File: src/rtl/vfd_pkg.sv
package vfd_pkg;
  // Position of a vertical interval relative to the line start
  typedef enum logic {
    PH_LINE = 1'b0,  // starts near the line strobe
    PH_HALF = 1'b1   // starts about half a line later
  } phase_e;
endpackage

File: src/rtl/vfd_rst_sync.sv
module vfd_rst_sync #(
  parameter int STAGES = 2
) (
  input  logic clk,
  input  logic rst_n,
  output logic rst_s_n
);
  logic [STAGES-1:0] sync_q;

  always_ff @(negedge clk or negedge rst_n) begin
    if (!rst_n) sync_q <= '0;
    else        sync_q <= {sync_q[STAGES-2:0], 1'b1};
  end

  assign rst_s_n = sync_q[STAGES-1];
endmodule

File: src/rtl/vfd_pulse_meas.sv
module vfd_pulse_meas
  import vfd_pkg::*;
#(
  parameter int LINE_CLKS = 858
) (
  input  logic   clk,
  input  logic   rst_n,
  input  logic   csync_n,
  input  logic   line_stb,
  output logic   serr_hit,
  output phase_e serr_phase
);
  localparam int HALF = LINE_CLKS / 2;
  localparam int QTR  = LINE_CLKS / 4;
  localparam int PW   = $clog2(LINE_CLKS + 1) + 1;
  localparam logic [PW-1:0] PMAX = '1;

  logic [PW-1:0] pos_q, pos_d;
  logic [PW-1:0] low_q, low_d;
  phase_e        ph_q, ph_d;

  always_comb begin
    pos_d = line_stb ? '0 : ((pos_q == PMAX) ? pos_q : pos_q + PW'(1));
    low_d = csync_n  ? '0 : ((low_q == PMAX) ? low_q : low_q + PW'(1));
    ph_d  = ph_q;
    if (low_d == PW'(1))
      ph_d = (pos_d >= PW'(QTR)) ? PH_HALF : PH_LINE;
  end

  // First sample at which the low run exceeds half a line
  assign serr_hit   = (low_d == PW'(HALF + 1));
  assign serr_phase = ph_q;

  always_ff @(negedge clk or negedge rst_n) begin
    if (!rst_n) begin
      pos_q <= '0;
      low_q <= '0;
      ph_q  <= PH_LINE;
    end else begin
      pos_q <= pos_d;
      low_q <= low_d;
      ph_q  <= ph_d;
    end
  end
endmodule

File: src/rtl/vfd_std_track.sv
module vfd_std_track
  import vfd_pkg::*;
#(
  parameter int STD_SPLIT = 575
) (
  input  logic   clk,
  input  logic   rst_n,
  input  logic   line_stb,
  input  logic   start,
  input  phase_e start_phase,
  output logic   std_next,
  output logic   std625
);
  localparam int CW = $clog2(STD_SPLIT + 2) + 1;
  localparam logic [CW-1:0] CMAX = '1;

  logic                 sel;
  logic [1:0][CW-1:0]   cnt_all;
  logic [1:0]           vld_all;
  logic                 std_q;

  assign sel = start_phase;

  for (genvar p = 0; p < 2; p++) begin : g_phase
    logic [CW-1:0] cnt_q, cnt_d;
    logic          vld_q, vld_d, mine;

    always_comb begin
      mine  = start && (sel == 1'(p));
      vld_d = vld_q | mine;
      if (mine)                           cnt_d = '0;
      else if (line_stb && cnt_q != CMAX) cnt_d = cnt_q + CW'(1);
      else                                cnt_d = cnt_q;
    end

    always_ff @(negedge clk or negedge rst_n) begin
      if (!rst_n) begin
        cnt_q <= '0;
        vld_q <= 1'b0;
      end else begin
        cnt_q <= cnt_d;
        vld_q <= vld_d;
      end
    end

    assign cnt_all[p] = cnt_q;
    assign vld_all[p] = vld_q;
  end

  always_comb begin
    std_next = std_q;
    if (start && vld_all[sel])
      std_next = (cnt_all[sel] > CW'(STD_SPLIT));
  end

  always_ff @(negedge clk or negedge rst_n) begin
    if (!rst_n) std_q <= 1'b0;
    else        std_q <= std_next;
  end

  assign std625 = std_q;
endmodule

File: src/rtl/vsync_field_det.sv
module vsync_field_det
  import vfd_pkg::*;
#(
  parameter int LINE_CLKS   = 858,
  parameter int VS525_CLKS  = 2565,
  parameter int VS625_CLKS  = 1728,
  parameter int QUIET_LINES = 10,
  parameter int STD_SPLIT   = 575
) (
  input  logic clk,
  input  logic rst_n,
  input  logic csync_n,
  input  logic line_stb,
  output logic vsync_n,
  output logic field_odd,
  output logic std625
);
  localparam int VMAX = (VS525_CLKS > VS625_CLKS) ? VS525_CLKS : VS625_CLKS;
  localparam int VW   = $clog2(VMAX + 1);
  localparam int QW   = $clog2(QUIET_LINES + 1);

  logic           rst_s_n;
  logic           serr_hit;
  phase_e         serr_phase;
  logic           start;
  logic           std_next;
  logic [QW-1:0]  quiet_q, quiet_d;
  logic           vs_q, vs_d;
  logic [VW-1:0]  vcnt_q, vcnt_d;
  logic           fld_q, fld_d;

  vfd_rst_sync #(.STAGES(2)) u_rst (
    .clk(clk), .rst_n(rst_n), .rst_s_n(rst_s_n)
  );

  vfd_pulse_meas #(.LINE_CLKS(LINE_CLKS)) u_meas (
    .clk(clk), .rst_n(rst_s_n), .csync_n(csync_n), .line_stb(line_stb),
    .serr_hit(serr_hit), .serr_phase(serr_phase)
  );

  vfd_std_track #(.STD_SPLIT(STD_SPLIT)) u_std (
    .clk(clk), .rst_n(rst_s_n), .line_stb(line_stb), .start(start),
    .start_phase(serr_phase), .std_next(std_next), .std625(std625)
  );

  always_comb begin
    start   = serr_hit && vs_q && (quiet_q >= QW'(QUIET_LINES));
    quiet_d = quiet_q;
    if (!vs_q)
      quiet_d = '0;
    else if (line_stb && quiet_q < QW'(QUIET_LINES))
      quiet_d = quiet_q + QW'(1);

    vs_d   = vs_q;
    vcnt_d = vcnt_q;
    fld_d  = fld_q;
    if (start) begin
      vs_d   = 1'b0;
      vcnt_d = std_next ? VW'(VS625_CLKS - 1) : VW'(VS525_CLKS - 1);
      fld_d  = ((serr_phase == PH_HALF) == std_next);
    end else if (!vs_q) begin
      if (vcnt_q == '0) vs_d = 1'b1;
      else              vcnt_d = vcnt_q - VW'(1);
    end
  end

  always_ff @(negedge clk or negedge rst_s_n) begin
    if (!rst_s_n) begin
      quiet_q <= '0;
      vs_q    <= 1'b1;
      vcnt_q  <= '0;
      fld_q   <= 1'b1;
    end else begin
      quiet_q <= quiet_d;
      vs_q    <= vs_d;
      vcnt_q  <= vcnt_d;
      fld_q   <= fld_d;
    end
  end

  assign vsync_n   = vs_q;
  assign field_odd = fld_q;
endmodule

File: config.mk
export PLATFORM = sky130hd
export DESIGN_NAME = vsync_field_det
export DESIGN_NICKNAME = d
export VERILOG_FILES = /design/src/rtl/vfd_pkg.sv /design/src/rtl/vfd_rst_sync.sv /design/src/rtl/vfd_pulse_meas.sv /design/src/rtl/vfd_std_track.sv /design/src/rtl/vsync_field_det.sv
export SDC_FILE = /design/constraint.sdc
export NUM_CORES = 1
export LEC_CHECK = 0
export BUFFER_PORTS_ARGS = -buffer_cell sky130_fd_sc_hd__buf_2
export CAP_MARGIN = 20
export CORE_AREA = 2 2 125 127
export CTS_BUF_LIST = sky130_fd_sc_hd__clkbuf_4 sky130_fd_sc_hd__clkbuf_8 sky130_fd_sc_hd__clkbuf_16
export DETAILED_ROUTE_END_ITERATION = 10
export DIE_AREA = 0 0 127 129
export SYNTH_ARGS = -nofsm -noshare
export SYNTH_HDL_FRONTEND = slang
export SYNTH_SLANG_ARGS = --single-unit
File: constraint.sdc
create_clock -name clk -period 5.5 [get_ports clk]
set_input_delay 0.55 -clock clk [delete_from_list [all_inputs] [get_ports clk]]
set_output_delay 0.55 -clock clk [all_outputs]
set_load 0.01 [all_outputs]
== Word-level counts from Yosys, hierarchy flattened ==
Index checks and enable logic that the tools add are counted.
Widths: inputs -> output; s select.
Storage, ports and cells
  input port bits: 4
  register bits: 68
  logic and storage cells: 72
  output and inout port bits: 3
Cells by class
  magnitude comparators: 5
  add/sub/neg operators: 6
  muxes and demuxes: 23
  reduce and logical (&&, ||, !) cells: 12
  bitwise operators: 3
  eq/ne operators: 10
Operators with widths (count)
  $mux 11: 10
  $mux 12: 4
  $add 11x1->11 const B: 4
  $eq 11x11->1 const B: 2
  $ne 11x11->1 const B: 2
  $logic_not 12->1: 1
  $sub 12x1->12 const B: 1
  $eq 11x1->1 const B: 1
  $eq 11x9->1 const B: 1
  $ge 11x8->1 const B: 1
  $gt 11x10->1 const B: 1
  $logic_and 1x1->1: 8
  $mux 4: 2
  $mux 1: 7
  $ne 2x1->1 const B: 3
  $add 4x1->4 const B: 1
  $ge 4x4->1 const B: 1
  $lt 4x4->1 const B: 1
  $reduce_bool 2->1: 2
  $lt 1x2->1 const B: 1
  $or 1x1->1: 2
  $reduce_and 2->1: 1
  $eq 1x1->1: 1
  $not 1->1: 1

== Longest topological paths before layout ==
Gate-level depths: netlist of the first run.
  depth after elaboration: 10
  gate-level depth with buffers: 9
  depth with buffers taken out: 8

== Modules after synthesis ==
From an unflattened synthesis of the first run, not the netlist that was laid out.
Second synthesis, totals
  cell total of the unflattened synthesis: 396
  area total of the unflattened synthesis: 3773.6 sq um
Modules (own cells, without submodules)
  vfd_pulse_meas: sequential area each 575.6 sq um, area each 1410.1 sq um, cells an instance 154, times used 1
  vfd_std_track: sequential area each 625.6 sq um, area each 1326.3 sq um, cells an instance 138, times used 1
  vsync_field_det: sequential area each 452.9 sq um, area each 983.4 sq um, cells an instance 101, times used 1
  vfd_rst_sync: sequential area each 50.0 sq um, area each 53.8 sq um, cells an instance 3, times used 1

==> run metrics, run 1 <==
status=finished, final reports clean; Root Buffer=clkbuf_16; vias in the first global route=2880; Setup CP Type=input pin to flip-flop; GP Congestion=0.784; dominant cells by area after synthesis=dfrtn_1 (45%), xnor2_1 (4.1%), xor2_1 (3.8%); met1 GRT Util=0.127; Mapped Area=0.00366 mm^2; Final Max Slew Viols=0; I/O Pins=7; ys flop type=dfrtn_1; critical-path cell list=buf_2, a311o_1, or4b_1, nor4_4, buf_4, a21oi_1; number of I/O port buffers=6; maximum fanout along the worst path=25; Synthesized Nets=379; CP delay by family, top=simple AND/OR/NAND/NOR gates; R2R depth=8; area growth from synthesis to layout=14.7%; clock slew seen by the registers of the worst setup and hold paths=0.04 ns; cts hold-fix bufs=0; hold depth=0; endpoints failing hold=0; global-route wire length before repair=13300 um; Die Wd=127 um; commonest cells in the netlist=dfrtn_1 (66), nor2_1 (31), a21oi_1 (24); worst-skew pair later-pin latency=0.38 ns; post-route ant nets=0; Syn. warnings=0; CP max stage cell=or4b_1; per-cell routed wire length=13.1 um; final instance area=0.00420 mm^2; Die Area=0.0164 mm^2; Iter 0 DRT Violations=141; gr busiest metal=met2; Crit path required time=2.89 ns; First-pass DRT Iterations=5; worst vdd ir=0.153 mV; register area share after synthesis=0.465; Post-CTS Setup Inserts=0; Critical Path AT=2.42 ns; final wirelength=7480 um; clk sinks=68; Slew headroom=0.431; stages on the worst setup path=6; Initial Utilization=0.245; CTS Buf Count=9; crit-path max cell delay=0.64 ns; Synth area leader=dfrtn_1; TritonCTS clock tree=done; Resized Gates After CTS=0; core area=0.0150 mm^2; RSZ-0062 raised after global routing=false; Diodes inserted=0; syn_area_per_cell=9.95 um^2; most frequent cell after synthesis=dfrtn_1; Remaining Overflow, GRT=0; Pwr Total=1.41 mW; Setup-failing EPs final=0; worst hold path type=flip-flop to flip-flop; Worst Tran Pin Value=0.843 ns; Post-DP HPWL=5050 um; Vias per Instance=4.91; vias post-DR=2794; Yosys reg bits=68; LEAKAGE=1.81 nW; EDFF count, synth=0; layout cell share with drive strength beyond 1=0.115; Buffers & Inverters on Critical Path=2; H-Tree Depth=3; maximum clock path buffer count=2; total track usage=0.0975; crit path launch type=input pin; clk_skew=0.0542 ns; Power Density=336 mW/mm^2; max-cap viol count=0; Final nets=388; Setup TNS=0 ns; Setup crit end kind=flip-flop; Rows=45; Mapped Cells=368; Async SR Flop Fraction=1.00; GR Layer Usage met3=0.0216; initial antenna violation count=0; Worst R2R Setup Slack=2.45 ns; largest net degree at the start of global routing=67; die height=129 um; # DRC=0; Placed Area=0.00391 mm^2; top cell type's share of synthesized area=0.451; Unique masters post-synth=60; grt met2 use=0.161
cell type report:
| class | instances | area [um^2] |
|---|---|---|
| inverter | 8 | 30.0 |
| tap | 188 | 235 |
| clock buffer | 10 | 239 |
| clock inverter | 7 | 60.1 |
| multi-input combinational | 275 | 1850 |
| fill | 1553 | 10800 |
| sequential | 68 | 1700 |
| timing repair buffer | 13 | 82.6 |
metal layers:
metal | vias up | part of all wire
met5 | - | 0
met4 | 0 | 0.012
met3 | 9 | 0.027
met2 | 43 | 0.49
met1 | 1378 | 0.47
li1 | 1364 | -
worst register-to-register path, stage by stage, from the launching register on:
cell and delay (ns):
dfrtn_1 0.57, ha_1 0.31, nand2_2 0.13, o2111ai_1 0.24, xor2_1 0.22, or4b_1 0.60
nor4_4 0.34, buf_4 0.32, a21oi_1 0.12
report_power, final:
group	switching [mW]	internal, mW
logic	0.0961	0.0931
clock network	0.208	0.360
registers	0.0782	0.576
total	0.383	1.03
logic make-up after synthesis:
kind of cell	share of synthesized area
mux	0.0256
flops	0.465
xor+xnor	0.0789
compound gates	0.145
fa+ha+maj	0.0239
simple gates	0.231
buf+inv	0.0294
other cells	0.00102
flip-flops by register name, indices dropped and copies added (netlist names):
register and cells:
field_odd 1, vsync_n 1, u_meas.serr_phase 1, u_meas.low_q 11
u_std.std625 1, u_meas.pos_q 11, u_rst.sync_q 2, u_std.g_phase.cnt_q 22
quiet_q 4, vcnt_q 12, u_std.g_phase.vld_q 2
through the flow:
| step | hold WS [ns] | util | setup slack [ns] | std cells |
|---|---|---|---|---|
| 2_1_floorplan | 0.292 | - | 0.265 | 368 |
| 3_3_place_gp | 0.298 | 0.261 | 0.138 | 553 |
| 3_5_place_dp | 0.302 | 0.261 | 0.0904 | 553 |
| 4_1_cts | 0.301 | 0.281 | 0.437 | 569 |
| 5_1_grt | 0.305 | 0.281 | 0.333 | 569 |
| 6_report | 0.300 | 0.281 | 0.462 | 569 |
final timing paths:
path / to / startpoint
max in group asynchronous: u_rst.sync_q[0]$_DFF_NN0_ / rst_n
worst min-delay path: u_rst.sync_q[1]$_DFF_NN0_ / u_rst.sync_q[0]$_DFF_NN0_
worst max-delay path: u_std.g_phase[1].cnt_q[6]$_DFFE_NN0P_ / csync_n
min in group asynchronous: u_std.g_phase[0].cnt_q[0]$_DFFE_NN0P_ / u_rst.sync_q[1]$_DFF_NN0_
worst min register to register: u_rst.sync_q[1]$_DFF_NN0_ / u_rst.sync_q[0]$_DFF_NN0_
worst max register to register: u_std.g_phase[1].cnt_q[6]$_DFFE_NN0P_ / u_meas.low_q[0]$_DFF_NN0_
cells in the final DEF (no fill, tap or decap), types with 10 or more instances in the layout:
master and n:
and3_1 12, nor2_1 31, nand2_1 21, a21oi_1 24
nand4_1 11, inv_1 10, nand3_1 12, xnor2_1 17
dfrtn_1 66, xor2_1 16, nor3_1 10
(Power assumes the default switching activity.)
==> run 2: changes to the inputs <==
CORE_AREA = 2 2 99 101   (was 2 2 125 127)
DIE_AREA = 0 0 101 103   (was 0 0 127 129)
==> run 2 against run 1 <==
Net effect: register-to-register slack better by 0.10 ns; total power is 12% lower; global-route usage is 5.3 points higher; sequential power hardly changed; largest power group unchanged; clock skew is 0.012 ns higher; cell area is 4.3% lower; core utilization is 14 points higher.
==> run metrics, run 2 (synthesis results as in run 1) <==
Worst Tran Pin Value=0.853 ns; die height=103 um; initial antenna violation count=0; clk_skew=0.0662 ns; Final nets=388; max-cap viol count=0; LEAKAGE=1.77 nW; CP delay by family, top=simple AND/OR/NAND/NOR gates; area growth from synthesis to layout=9.77%; Buffers & Inverters on Critical Path=1; maximum fanout along the worst path=12; Iter 0 DRT Violations=101; largest net degree at the start of global routing=67; vias post-DR=2778; vias in the first global route=2598; max reg flops=22; number of I/O port buffers=6; RSZ-0062 raised after global routing=false; First-pass DRT Iterations=4; post-placement cell count=479; Setup-failing EPs final=0; # DRC=0; cts hold-fix bufs=0; commonest cells after routing, fill and taps aside=dfrtn_1 (66), nor2_1 (31), a21oi_1 (24); Slew headroom=0.431; Vias per Instance=5.60; FF/Latch Area=0.00170 mm^2; Post-DP HPWL=4690 um; post-route ant nets=0; Post-Layout Cell Count=496; multi-input logic area=0.00186 mm^2; Pwr Total=1.25 mW; GP Congestion=0.799; Remaining Overflow, GRT=0; per-cell routed wire length=14.5 um; final wirelength=7190 um; fillcell total=939; core area=0.00946 mm^2; hold_ws=0.297 ns; Initial Utilization=0.387; critical-path cell list=buf_2, a311o_1, or4b_1, nor4_4, mux2_2; clock slew seen by the registers of the worst setup and hold paths=0.05 ns; Die Area=0.0104 mm^2; Post-CTS Setup Inserts=0; Setup TNS=0 ns; CTS Buf Count=9; crit-path max cell delay=0.65 ns; Die Wd=101 um; Root Buffer=clkbuf_8; endpoints failing hold=0; worst hold path type=flip-flop to flip-flop; status=finished, final reports clean; layout cell share with drive strength beyond 1=0.120; total track usage=0.150; maximum clock path buffer count=2; worst vdd ir=0.125 mV; TritonCTS clock tree=done; Placed Area=0.00382 mm^2; Crit path required time=2.92 ns; I/O Pins=7; CP max stage cell=or4b_1; largest registers=u_std.g_phase.cnt_q: 22 flops, vcnt_q: 12 flops; Diodes inserted=0; global-route wire length before repair=12400 um; clk sinks=68; Setup crit end kind=flip-flop; Rows=36; worst-skew pair later-pin latency=0.39 ns; commonest non-fill, non-tap cell in the layout=dfrtn_1; Setup CP Type=input pin to flip-flop; final instance area=0.00402 mm^2; Critical Path AT=2.40 ns; Power Density=310 mW/mm^2; Resized Gates After CTS=0; H-Tree Depth=3; Top reg by flops=u_std.g_phase.cnt_q; Final Max Slew Viols=0; crit path launch type=input pin
[run 2: cell count changes in the layout (fill, tap and decap cells not counted)]
cell,delta
nor4_1,-1
clkbuf_16,-8
clkbuf_8,+10
clkinv_2,+1
nor4_2,+1
bufinv_16,-1
clkinvlp_4,-1
[run 2: layout make-up]
type | instances | share of cell area
multi-input cells | 275 | 0.462
flip-flops and latches | 68 | 0.424
clock buffers | 12 | 0.0439
well taps | 114 | 0.0355
repair buffers | 13 | 0.0205
inverters | 8 | 0.00747
clock inverters | 6 | 0.00685
[run 2: worst paths after layout]
| kind | start | endpoint | slack, ns | cells past startpoint |
|---|---|---|---|---|
| max | csync_n | vcnt_q[11]$_DFFE_NN0P_ | 0.52 | 5 |
| max in group asynchronous | rst_n | u_rst.sync_q[1]$_DFF_NN0_ | 2.74 | 1 |
| min reg2reg | u_rst.sync_q[0]$_DFF_NN0_ | u_rst.sync_q[1]$_DFF_NN0_ | 0.30 | 0 |
| max reg2reg | u_meas.low_q[0]$_DFF_NN0_ | vcnt_q[11]$_DFFE_NN0P_ | 2.55 | 7 |
| min in group asynchronous | u_rst.sync_q[1]$_DFF_NN0_ | u_std.g_phase[0].cnt_q[3]$_DFFE_NN0P_ | 0.37 | 1 |
| min | u_rst.sync_q[0]$_DFF_NN0_ | u_rst.sync_q[1]$_DFF_NN0_ | 0.30 | 0 |
[run 2: power by group]
part,leakage (nW),switching (mW),internal [mW]
clock network,0.118,0.195,0.215
logic,0.779,0.0924,0.0924
registers,0.871,0.0780,0.575
[run 2: through the flow]
step | util | setup WS [ns]
floorplan | - | 0.265
global placement | 0.404 | 0.192
detailed placement | 0.404 | 0.138
CTS | 0.425 | 0.505
global route | 0.425 | 0.378
finish | 0.425 | 0.524
[run 2: per-layer routing]
metal | global-route usage | part of all wire | vias up | routed length (um)
li1 | - | - | 1364 | -
met1 | 0.207 | 0.50 | 1368 | 3610
met2 | 0.227 | 0.45 | 35 | 3240
met3 | 0.0359 | 0.028 | 11 | 201
met4 | 0.0644 | 0.019 | 0 | 136
met5 | 0 | 0 | - | 0
[run 2: worst register-to-register path: cells and delay by family, from the launching register on]
kind | cells | cell delay, ns
adders and majority gates | 1 | 0.31
muxes | 1 | 0.36
xor gates and xnor gates | 1 | 0.21
and+or+nand+nor | 3 | 1.11
DFF | 1 | 0.56
AOI/OAI and AO/OA | 1 | 0.24
